===== config.mk =====
export PLATFORM = sky130hd
export DESIGN_NAME = ldev_cfg_decoder
export DESIGN_NICKNAME = d
export VERILOG_FILES = /design/src/rtl/ldev_pkg.sv /design/src/rtl/ldev_regbank.sv /design/src/rtl/ldev_range_match.sv /design/src/rtl/ldev_bus_resp.sv /design/src/rtl/ldev_cfg_decoder.sv
export SDC_FILE = /design/constraint.sdc
export NUM_CORES = 1
export LEC_CHECK = 0
export BUFFER_PORTS_ARGS = -buffer_cell sky130_fd_sc_hd__buf_2
export CELL_PAD_IN_SITES_DETAIL_PLACEMENT = 0
export CELL_PAD_IN_SITES_GLOBAL_PLACEMENT = 1
export CORE_MARGIN = 1.5
export CORE_UTILIZATION = 25
export CTS_BUF_LIST = sky130_fd_sc_hd__clkbuf_8
export CTS_CLUSTER_SIZE = 8
export DETAILED_ROUTE_END_ITERATION = 7
export PLACE_DENSITY_LB_ADDON = 0.1
export SYNTH_ARGS = -nofsm -noshare
export SYNTH_HDL_FRONTEND = slang
export SYNTH_SLANG_ARGS = --single-unit

===== constraint.sdc =====
create_clock -name clk -period 9.4 [get_ports clk]
set_input_delay 0.47 -clock clk [delete_from_list [all_inputs] [get_ports clk]]
set_output_delay 0.47 -clock clk [all_outputs]
set_load 0.02 [all_outputs]

===== src/rtl/ldev_pkg.sv =====
package ldev_pkg;

  // configuration index map; neighbours decode these positions
  localparam logic [7:0] IX_ENABLE   = 8'h30;
  localparam logic [7:0] IX_PROBE    = 8'h31;
  localparam logic [7:0] IX_IO_BASE  = 8'h60;
  localparam logic [7:0] IX_IRQ      = 8'h70;
  localparam logic [7:0] IX_DMA      = 8'h74;

  localparam logic [7:0] PROBE_BYTE_SET = 8'h55;
  localparam logic [7:0] PROBE_BYTE_CLR = 8'hAA;
  localparam logic [2:0] DMA_NONE       = 3'd4;

  typedef enum logic [1:0] {
    MODE_IDLE    = 2'd0,
    MODE_LIVE    = 2'd1,
    MODE_PROBE   = 2'd2,
    MODE_BLOCKED = 2'd3
  } ldev_mode_e;

  function automatic logic [7:0] ix_at(input logic [7:0] base_ix, input int unsigned off);
    logic [31:0] o;
    o = off;
    return base_ix + o[7:0];
  endfunction

endpackage


===== src/rtl/ldev_regbank.sv =====
module ldev_regbank
  import ldev_pkg::*;
#(
  parameter int NUM_IO  = 8,
  parameter int NUM_IRQ = 2,
  parameter int NUM_DMA = 2
) (
  input  logic                   clk,
  input  logic                   rst_n,
  input  logic                   wr_en,
  input  logic [7:0]             index,
  input  logic [7:0]             wdata,
  output logic [7:0]             rdata,
  output logic [NUM_IO*16-1:0]   base_flat,
  output logic [NUM_IRQ*4-1:0]   irq_level,
  output logic [NUM_IRQ-1:0]     irq_pol,
  output logic [NUM_IRQ-1:0]     irq_trig,
  output logic [NUM_DMA*3-1:0]   dma_chan,
  output logic                   pat_set,
  output ldev_mode_e             mode
);

  logic        enable_q;
  logic        probe_en_q;
  logic        pat_q;
  logic [15:0] base_q [NUM_IO];
  logic [3:0]  lvl_q  [NUM_IRQ];
  logic [1:0]  typ_q  [NUM_IRQ];
  logic [2:0]  dma_q  [NUM_DMA];

  always_ff @(posedge clk) begin
    if (!rst_n) begin
      enable_q   <= 1'b0;
      probe_en_q <= 1'b0;
      pat_q      <= 1'b0;
      for (int i = 0; i < NUM_IO; i++)  base_q[i] <= '0;
      for (int i = 0; i < NUM_IRQ; i++) begin
        lvl_q[i] <= '0;
        typ_q[i] <= '0;
      end
      for (int i = 0; i < NUM_DMA; i++) dma_q[i] <= DMA_NONE;
    end else if (wr_en) begin
      if (index == IX_ENABLE) enable_q <= wdata[0];
      if (index == IX_PROBE) begin
        probe_en_q <= wdata[1];
        pat_q      <= wdata[0];
      end
      for (int i = 0; i < NUM_IO; i++) begin
        if (index == ix_at(IX_IO_BASE, 2*i))     base_q[i][15:8] <= wdata;
        if (index == ix_at(IX_IO_BASE, 2*i + 1)) base_q[i][7:0]  <= wdata;
      end
      for (int i = 0; i < NUM_IRQ; i++) begin
        if (index == ix_at(IX_IRQ, 2*i))     lvl_q[i] <= wdata[3:0];
        if (index == ix_at(IX_IRQ, 2*i + 1)) typ_q[i] <= wdata[1:0];
      end
      for (int i = 0; i < NUM_DMA; i++) begin
        if (index == ix_at(IX_DMA, i)) dma_q[i] <= wdata[2:0];
      end
    end
  end

  // combinational readback; unmapped indices return zero
  always_comb begin
    rdata = 8'h00;
    if (index == IX_ENABLE) rdata = {7'b0, enable_q};
    if (index == IX_PROBE)  rdata = {6'b0, probe_en_q, pat_q};
    for (int i = 0; i < NUM_IO; i++) begin
      if (index == ix_at(IX_IO_BASE, 2*i))     rdata = base_q[i][15:8];
      if (index == ix_at(IX_IO_BASE, 2*i + 1)) rdata = base_q[i][7:0];
    end
    for (int i = 0; i < NUM_IRQ; i++) begin
      if (index == ix_at(IX_IRQ, 2*i))     rdata = {4'b0, lvl_q[i]};
      if (index == ix_at(IX_IRQ, 2*i + 1)) rdata = {6'b0, typ_q[i]};
    end
    for (int i = 0; i < NUM_DMA; i++) begin
      if (index == ix_at(IX_DMA, i)) rdata = {5'b0, dma_q[i]};
    end
  end

  genvar g;
  generate
    for (g = 0; g < NUM_IO; g++) begin : g_base
      assign base_flat[g*16 +: 16] = base_q[g];
    end
    for (g = 0; g < NUM_IRQ; g++) begin : g_irq
      assign irq_level[g*4 +: 4] = lvl_q[g];
      assign irq_pol[g]          = typ_q[g][1];
      assign irq_trig[g]         = typ_q[g][0];
    end
    for (g = 0; g < NUM_DMA; g++) begin : g_dma
      assign dma_chan[g*3 +: 3] = dma_q[g];
    end
  endgenerate

  // enabling is held off while probing is on, and vice versa
  always_comb begin
    unique case ({enable_q, probe_en_q})
      2'b10:   mode = MODE_LIVE;
      2'b01:   mode = MODE_PROBE;
      2'b11:   mode = MODE_BLOCKED;
      default: mode = MODE_IDLE;
    endcase
  end

  assign pat_set = pat_q;

  AST_ENABLE_STORE: assert property (@(posedge clk) disable iff (!rst_n)
    (wr_en && index == IX_ENABLE) |=> (rdata[7:1] == 7'b0 || index != IX_ENABLE));

  AST_DMA_STORE: assert property (@(posedge clk) disable iff (!rst_n)
    (wr_en && index == IX_DMA) |=> (dma_chan[2:0] == $past(wdata[2:0])));

  AST_MODE_BLOCK: assert property (@(posedge clk) disable iff (!rst_n)
    (wr_en && index == IX_ENABLE && wdata[0] && probe_en_q) |=> (mode != MODE_LIVE));

endmodule


===== src/rtl/ldev_range_match.sv =====
module ldev_range_match #(
  parameter int NUM_IO    = 8,
  parameter int RANGE_LEN = 8,
  parameter int IW        = 3
) (
  input  logic [NUM_IO*16-1:0] base_flat,
  input  logic [15:0]          addr,
  output logic                 hit_any,
  output logic [IW-1:0]        hit_idx
);

  localparam logic [16:0] LEN17 = 17'(RANGE_LEN);

  logic [NUM_IO-1:0] hit_vec;

  genvar g;
  generate
    for (g = 0; g < NUM_IO; g++) begin : g_cmp
      logic [16:0] lo;
      logic [16:0] hi;
      logic [16:0] a17;
      assign lo  = {1'b0, base_flat[g*16 +: 16]};
      assign hi  = lo + LEN17;
      assign a17 = {1'b0, addr};
      assign hit_vec[g] = (lo != 17'd0) && (a17 >= lo) && (a17 < hi);
    end
  endgenerate

  // lowest index has priority
  always_comb begin
    hit_any = |hit_vec;
    hit_idx = '0;
    for (int i = NUM_IO - 1; i >= 0; i--) begin
      if (hit_vec[i]) hit_idx = IW'(i);
    end
  end

  always_comb begin
    if (hit_any) begin
      AST_PICK_IS_HIT: assert (hit_vec[hit_idx]);
    end
  end

endmodule


===== src/rtl/ldev_bus_resp.sv =====
module ldev_bus_resp
  import ldev_pkg::*;
#(
  parameter int IW = 3
) (
  input  logic          clk,
  input  logic          rst_n,
  input  logic          req_valid,
  output logic          req_ready,
  input  logic          req_rd,
  input  logic          hit_any,
  input  logic [IW-1:0] hit_idx,
  input  ldev_mode_e    mode,
  input  logic          pat_set,
  output logic          rsp_valid,
  input  logic          rsp_ready,
  output logic          rsp_sel,
  output logic          rsp_probe,
  output logic [7:0]    rsp_data,
  output logic [IW-1:0] rsp_range
);

  logic accept;
  logic claim_live;
  logic claim_probe;

  assign req_ready   = !rsp_valid || rsp_ready;
  assign accept      = req_valid && req_ready;
  assign claim_live  = (mode == MODE_LIVE) && hit_any;
  assign claim_probe = (mode == MODE_PROBE) && hit_any && req_rd;

  always_ff @(posedge clk) begin
    if (!rst_n) begin
      rsp_valid <= 1'b0;
      rsp_sel   <= 1'b0;
      rsp_probe <= 1'b0;
      rsp_data  <= 8'h00;
      rsp_range <= '0;
    end else if (accept) begin
      rsp_valid <= 1'b1;
      rsp_sel   <= claim_live;
      rsp_probe <= claim_probe;
      rsp_data  <= claim_probe ? (pat_set ? PROBE_BYTE_SET : PROBE_BYTE_CLR) : 8'h00;
      rsp_range <= (claim_live || claim_probe) ? hit_idx : '0;
    end else if (rsp_ready) begin
      rsp_valid <= 1'b0;
    end
  end

  AST_STALL_HOLD: assert property (@(posedge clk) disable iff (!rst_n)
    (rsp_valid && !rsp_ready) |=> (rsp_valid && $stable(rsp_sel) && $stable(rsp_probe)
                                   && $stable(rsp_data) && $stable(rsp_range)));

  AST_QUIET_MODES: assert property (@(posedge clk) disable iff (!rst_n)
    (accept && (mode == MODE_IDLE || mode == MODE_BLOCKED)) |=> (!rsp_sel && !rsp_probe));

  AST_WRITE_NO_PROBE: assert property (@(posedge clk) disable iff (!rst_n)
    (accept && !req_rd) |=> !rsp_probe);

  AST_LIVE_NO_PROBE: assert property (@(posedge clk) disable iff (!rst_n)
    (accept && mode == MODE_LIVE) |=> (!rsp_probe && rsp_data == 8'h00));

endmodule


===== src/rtl/ldev_cfg_decoder.sv =====
module ldev_cfg_decoder
  import ldev_pkg::*;
#(
  parameter int NUM_IO    = 8,
  parameter int NUM_IRQ   = 2,
  parameter int NUM_DMA   = 2,
  parameter int RANGE_LEN = 8
) (
  input  logic                        clk,
  input  logic                        rst_n,
  input  logic                        cfg_wr,
  input  logic [7:0]                  cfg_index,
  input  logic [7:0]                  cfg_wdata,
  output logic [7:0]                  cfg_rdata,
  input  logic                        req_valid,
  output logic                        req_ready,
  input  logic [15:0]                 req_addr,
  input  logic                        req_rd,
  output logic                        rsp_valid,
  input  logic                        rsp_ready,
  output logic                        rsp_sel,
  output logic                        rsp_probe,
  output logic [7:0]                  rsp_data,
  output logic [$clog2(NUM_IO)-1:0]   rsp_range,
  output logic                        dev_active,
  output logic [NUM_IRQ*4-1:0]        irq_level,
  output logic [NUM_IRQ-1:0]          irq_pol,
  output logic [NUM_IRQ-1:0]          irq_trig,
  output logic [NUM_DMA*3-1:0]        dma_chan
);

  localparam int IW = $clog2(NUM_IO);

  logic [NUM_IO*16-1:0] base_flat;
  logic                 pat_set;
  ldev_mode_e           mode;
  logic                 hit_any;
  logic [IW-1:0]        hit_idx;

  ldev_regbank #(
    .NUM_IO  (NUM_IO),
    .NUM_IRQ (NUM_IRQ),
    .NUM_DMA (NUM_DMA)
  ) u_regs (
    .clk       (clk),
    .rst_n     (rst_n),
    .wr_en     (cfg_wr),
    .index     (cfg_index),
    .wdata     (cfg_wdata),
    .rdata     (cfg_rdata),
    .base_flat (base_flat),
    .irq_level (irq_level),
    .irq_pol   (irq_pol),
    .irq_trig  (irq_trig),
    .dma_chan  (dma_chan),
    .pat_set   (pat_set),
    .mode      (mode)
  );

  ldev_range_match #(
    .NUM_IO    (NUM_IO),
    .RANGE_LEN (RANGE_LEN),
    .IW        (IW)
  ) u_match (
    .base_flat (base_flat),
    .addr      (req_addr),
    .hit_any   (hit_any),
    .hit_idx   (hit_idx)
  );

  ldev_bus_resp #(
    .IW (IW)
  ) u_resp (
    .clk       (clk),
    .rst_n     (rst_n),
    .req_valid (req_valid),
    .req_ready (req_ready),
    .req_rd    (req_rd),
    .hit_any   (hit_any),
    .hit_idx   (hit_idx),
    .mode      (mode),
    .pat_set   (pat_set),
    .rsp_valid (rsp_valid),
    .rsp_ready (rsp_ready),
    .rsp_sel   (rsp_sel),
    .rsp_probe (rsp_probe),
    .rsp_data  (rsp_data),
    .rsp_range (rsp_range)
  );

  assign dev_active = (mode == MODE_LIVE);

  AST_ACTIVE_NEEDS_ENABLE: assert property (@(posedge clk) disable iff (!rst_n)
    (cfg_wr && cfg_index == IX_PROBE && cfg_wdata[1]) |=> !dev_active);

endmodule


==> metrics.csv <==
metric,value,unit
outcome,completed,
finalPower,1.92,mW
r2r_cells,15,
worst_pin_slew,1.37,ns
start_util,25.5,%
h-tree-depth,4,
cpPeakStageDelay,0.89,ns
yosysTopAreaCell,edfxtp_1,
portBuffers,79,
maxCapViolCount,0,
chipWidth,244,µm
ys_top_cells_by_area,"edfxtp_1 (30%), ha_1 (21%), xnor2_1 (5.3%)",
drv_slew,0,
vias,12282,
area.growth.synth_to_final,11.2,%
rsz0062_at_grt,false,
drc_errors,0,
period_minus_slack,4.23,ns
setup_tns,0,ns
first_iter_violations,772,
crit_fanout,13,
io_pins,80,
setup_viol,0,
synth_compound_gate_area_share,13.6,%
yosys.area_share.adder,20.8,%
syn-cell-area,14500,µm²
cts_buffers,17,
cpMaxStageDelayCell,nor2_1,
synth-simple-area-share,19.1,%
dieArea,59300,µm²
hold_violations,0,
synth_cell_type_count,74,
async_flop_share,0,%
synth_edf_count,146,
grt_pass1_wl,84400,µm
globalRouteTotalUtil,19.6,%
cp.depth,11,
antenna_found_initial,7,
cts.path.max_buffers,2,
overflow,0,
dieHeight,244,µm
synthXorXnorAreaFrac,5.33,%
finalCritPeriodShare,45.0,%
cp_top_family,simple AND/OR/NAND/NOR gates,
clock_sinks,157,
worst_setup_path_start_kind,primary input,
dp.final_hpwl,43700,µm
worstSkewPairLatency,0.50,ns
clockRootBuffer,clkbuf_8,
crit_required,8.93,ns
final.setup_skew,0.0129,ns
synth_seq_cells,157,
reg2reg_to,u_resp.rsp_data[5]$_SDFFE_PN0P_,
crit_chain,buf_2 -> and4bb_1 -> nand2_1 -> nor2_1 -> a21oi_1 -> o22a_1 -> nor2_1 -> a221oi_1 -> o221ai_1 -> a31oi_1 -> buf_2,
synthMuxAreaShare,4.01,%
r2r-start,u_regs.base_q[1][19]$_SDFFCE_PN0P_,
holdBufCountCts,0,
rows,87,
grt_pass1_vias,12215,
avgRoutedWirePerCell,24.2,µm
gp_congestion,0.800,
netlist.area_leader.share,30.3,%
crit_path_end_kind,output port,
grt_max_degree,59,
core,56800,µm²
wl,58400,µm
nets,1916,
ys.flop_type,edfxtp_1,
setup.worst_path.start,cfg_index[7],
vdd_drop_max,0.0000755,V
ant_nets,0,
layout-drive-gt1-share,9.87,%
reg2reg_slack,5.18,ns
syn-instance-count,1577,
fmax,0.237,GHz
yosys_warnings,0,
p_leak,6.60,nW
postCtsResizedCells,0,
ys_seq_area_share,31.8,%
path_clk_slew,0.09,ns
syn_nets,1855,
postCtsSetupBuffers,0,
synth_top_family_by_area,adder cells,
timing.critical_path.buf_inv,2,
worstPathArrival,3.76,ns
critical_path_class,primary input to output port,
avgSynthCellArea,9.17,µm²
tritoncts,yes,
crit_end,cfg_rdata[0],
drt-vias-per-instance,5.10,
first_pass_iters,5,
power_density,119,nW/µm²
hold_path_class,primary input to register,
slew-limit-headroom,8.17,%
## synth_stat cells, drive strengths merged (5+ instances only)
cell and count:
nand2 124, nor2 173, inv 149, o2111ai 10, and3 10, o31ai 11, nand2b 16, o211ai 13
or3 8, a31oi 10, nand4 39, nand3 64, and2 12, and4 6, a211oi 19, nor3 38
a21oi 67, nor2b 20, o21a 11, edfxtp 146, o21ai 66, a32oi 5, a2111oi 9, a221oi 6
mux4 19, buf 20, nor4 46, xnor2 88, mux2i 13, clkbuf 27, a21o 21, dfxtp 11
ha 240
## cell families after synthesis
logic type / count (synthesis)
muxes: 34
buffers and inverters: 196
DFF: 157
adders and majority gates: 240
and+or+nand+nor: 570
xor gates and xnor gates: 88
AOI/OAI and AO/OA: 292
## stage by stage
step                utilization, %  worst slack [ns]  instances  area [µm²]  hold WS [ns]
CTS                           28.3              5.18       2407       16100         0.208
floorplan                        -              6.25       1577       14500         0.462
detailed placement            27.6              5.18       2375       15700         0.451
global placement              27.6              5.17       2375       15700         0.441
global route                  28.3              5.01       2407       16100         0.213
finish                        28.3              5.17       2408       16100         0.234
## final cells by class
cell class | instances | area [µm²]
well taps | 756 | 946
fillers | 6154 | 40700
flip-flops and latches | 157 | 4600
repair buffers | 89 | 473
diodes | 1 | 2.50
clock inverters | 15 | 180
clock buffers | 17 | 234
multi-input cells | 1224 | 9090
inverters | 149 | 559
## cells in the final DEF (no fill, tap or decap), drive strengths merged, types with 39 or more instances in the layout
| cell | synthesis | routed |
|---|---|---|
| nor2 | 173 | 173 |
| xnor2 | 88 | 88 |
| buf | 20 | 89 |
| ha | 240 | 240 |
| inv | 149 | 156 |
| nand3 | 64 | 64 |
| a21oi | 67 | 67 |
| nand4 | 39 | 39 |
| nor4 | 46 | 46 |
| edfxtp | 146 | 146 |
| o21ai | 66 | 66 |
| nand2 | 124 | 124 |
## state kept, by name (all words and copies together) (netlist names)
register,flops
u_regs.dma_q,6
u_regs.enable_q,1
u_regs.base_q,128
u_regs.lvl_q,8
u_resp.rsp_sel,1
u_resp.rsp_range,3
u_resp.rsp_probe,1
u_regs.pat_set,1
u_regs.probe_en_q,1
u_resp.rsp_data,2
u_resp.rsp_valid,1
u_regs.typ_q,4
## worst min path at each step
stage	startpoint	endpoint	slack, ns	cells after the start
2_1_floorplan	u_regs.pat_set$_SDFFE_PN0P_	u_resp.rsp_data[5]$_SDFFE_PN0P_	0.46	1
3_3_place_gp	u_resp.rsp_sel$_SDFFE_PN0P_	u_resp.rsp_sel$_SDFFE_PN0P_	0.44	2
3_5_place_dp	u_resp.rsp_sel$_SDFFE_PN0P_	u_resp.rsp_sel$_SDFFE_PN0P_	0.45	2
4_1_cts	req_valid	u_resp.rsp_valid$_SDFFE_PN0P_	0.21	3
5_1_grt	req_valid	u_resp.rsp_valid$_SDFFE_PN0P_	0.21	3
6_report	req_valid	u_resp.rsp_valid$_SDFFE_PN0P_	0.23	3
## tightest hold or removal path: cells and delay by family
family | cells | cell delay (ns)
buf+inv | 2 | 0.15
compound gates | 1 | 0.06
## per-layer routing
metal | global-route usage (%) | share of wire [%] | vias up
li1 | - | - | 5948
met1 | 26.3 | 46 | 6025
met3 | 2.61 | 3.7 | 68
met2 | 32.6 | 47 | 235
met4 | 5.79 | 2.8 | 6
met5 | 0 | 0.060 | -
## power by group
group | total (mW) | internal (mW) | switching [mW]
Sequential | 0.867 | 0.803 | 0.0644
Clock | 0.553 | 0.246 | 0.306
Combinational | 0.503 | 0.189 | 0.314
Note: power is estimated with default switching activity, not from simulation.
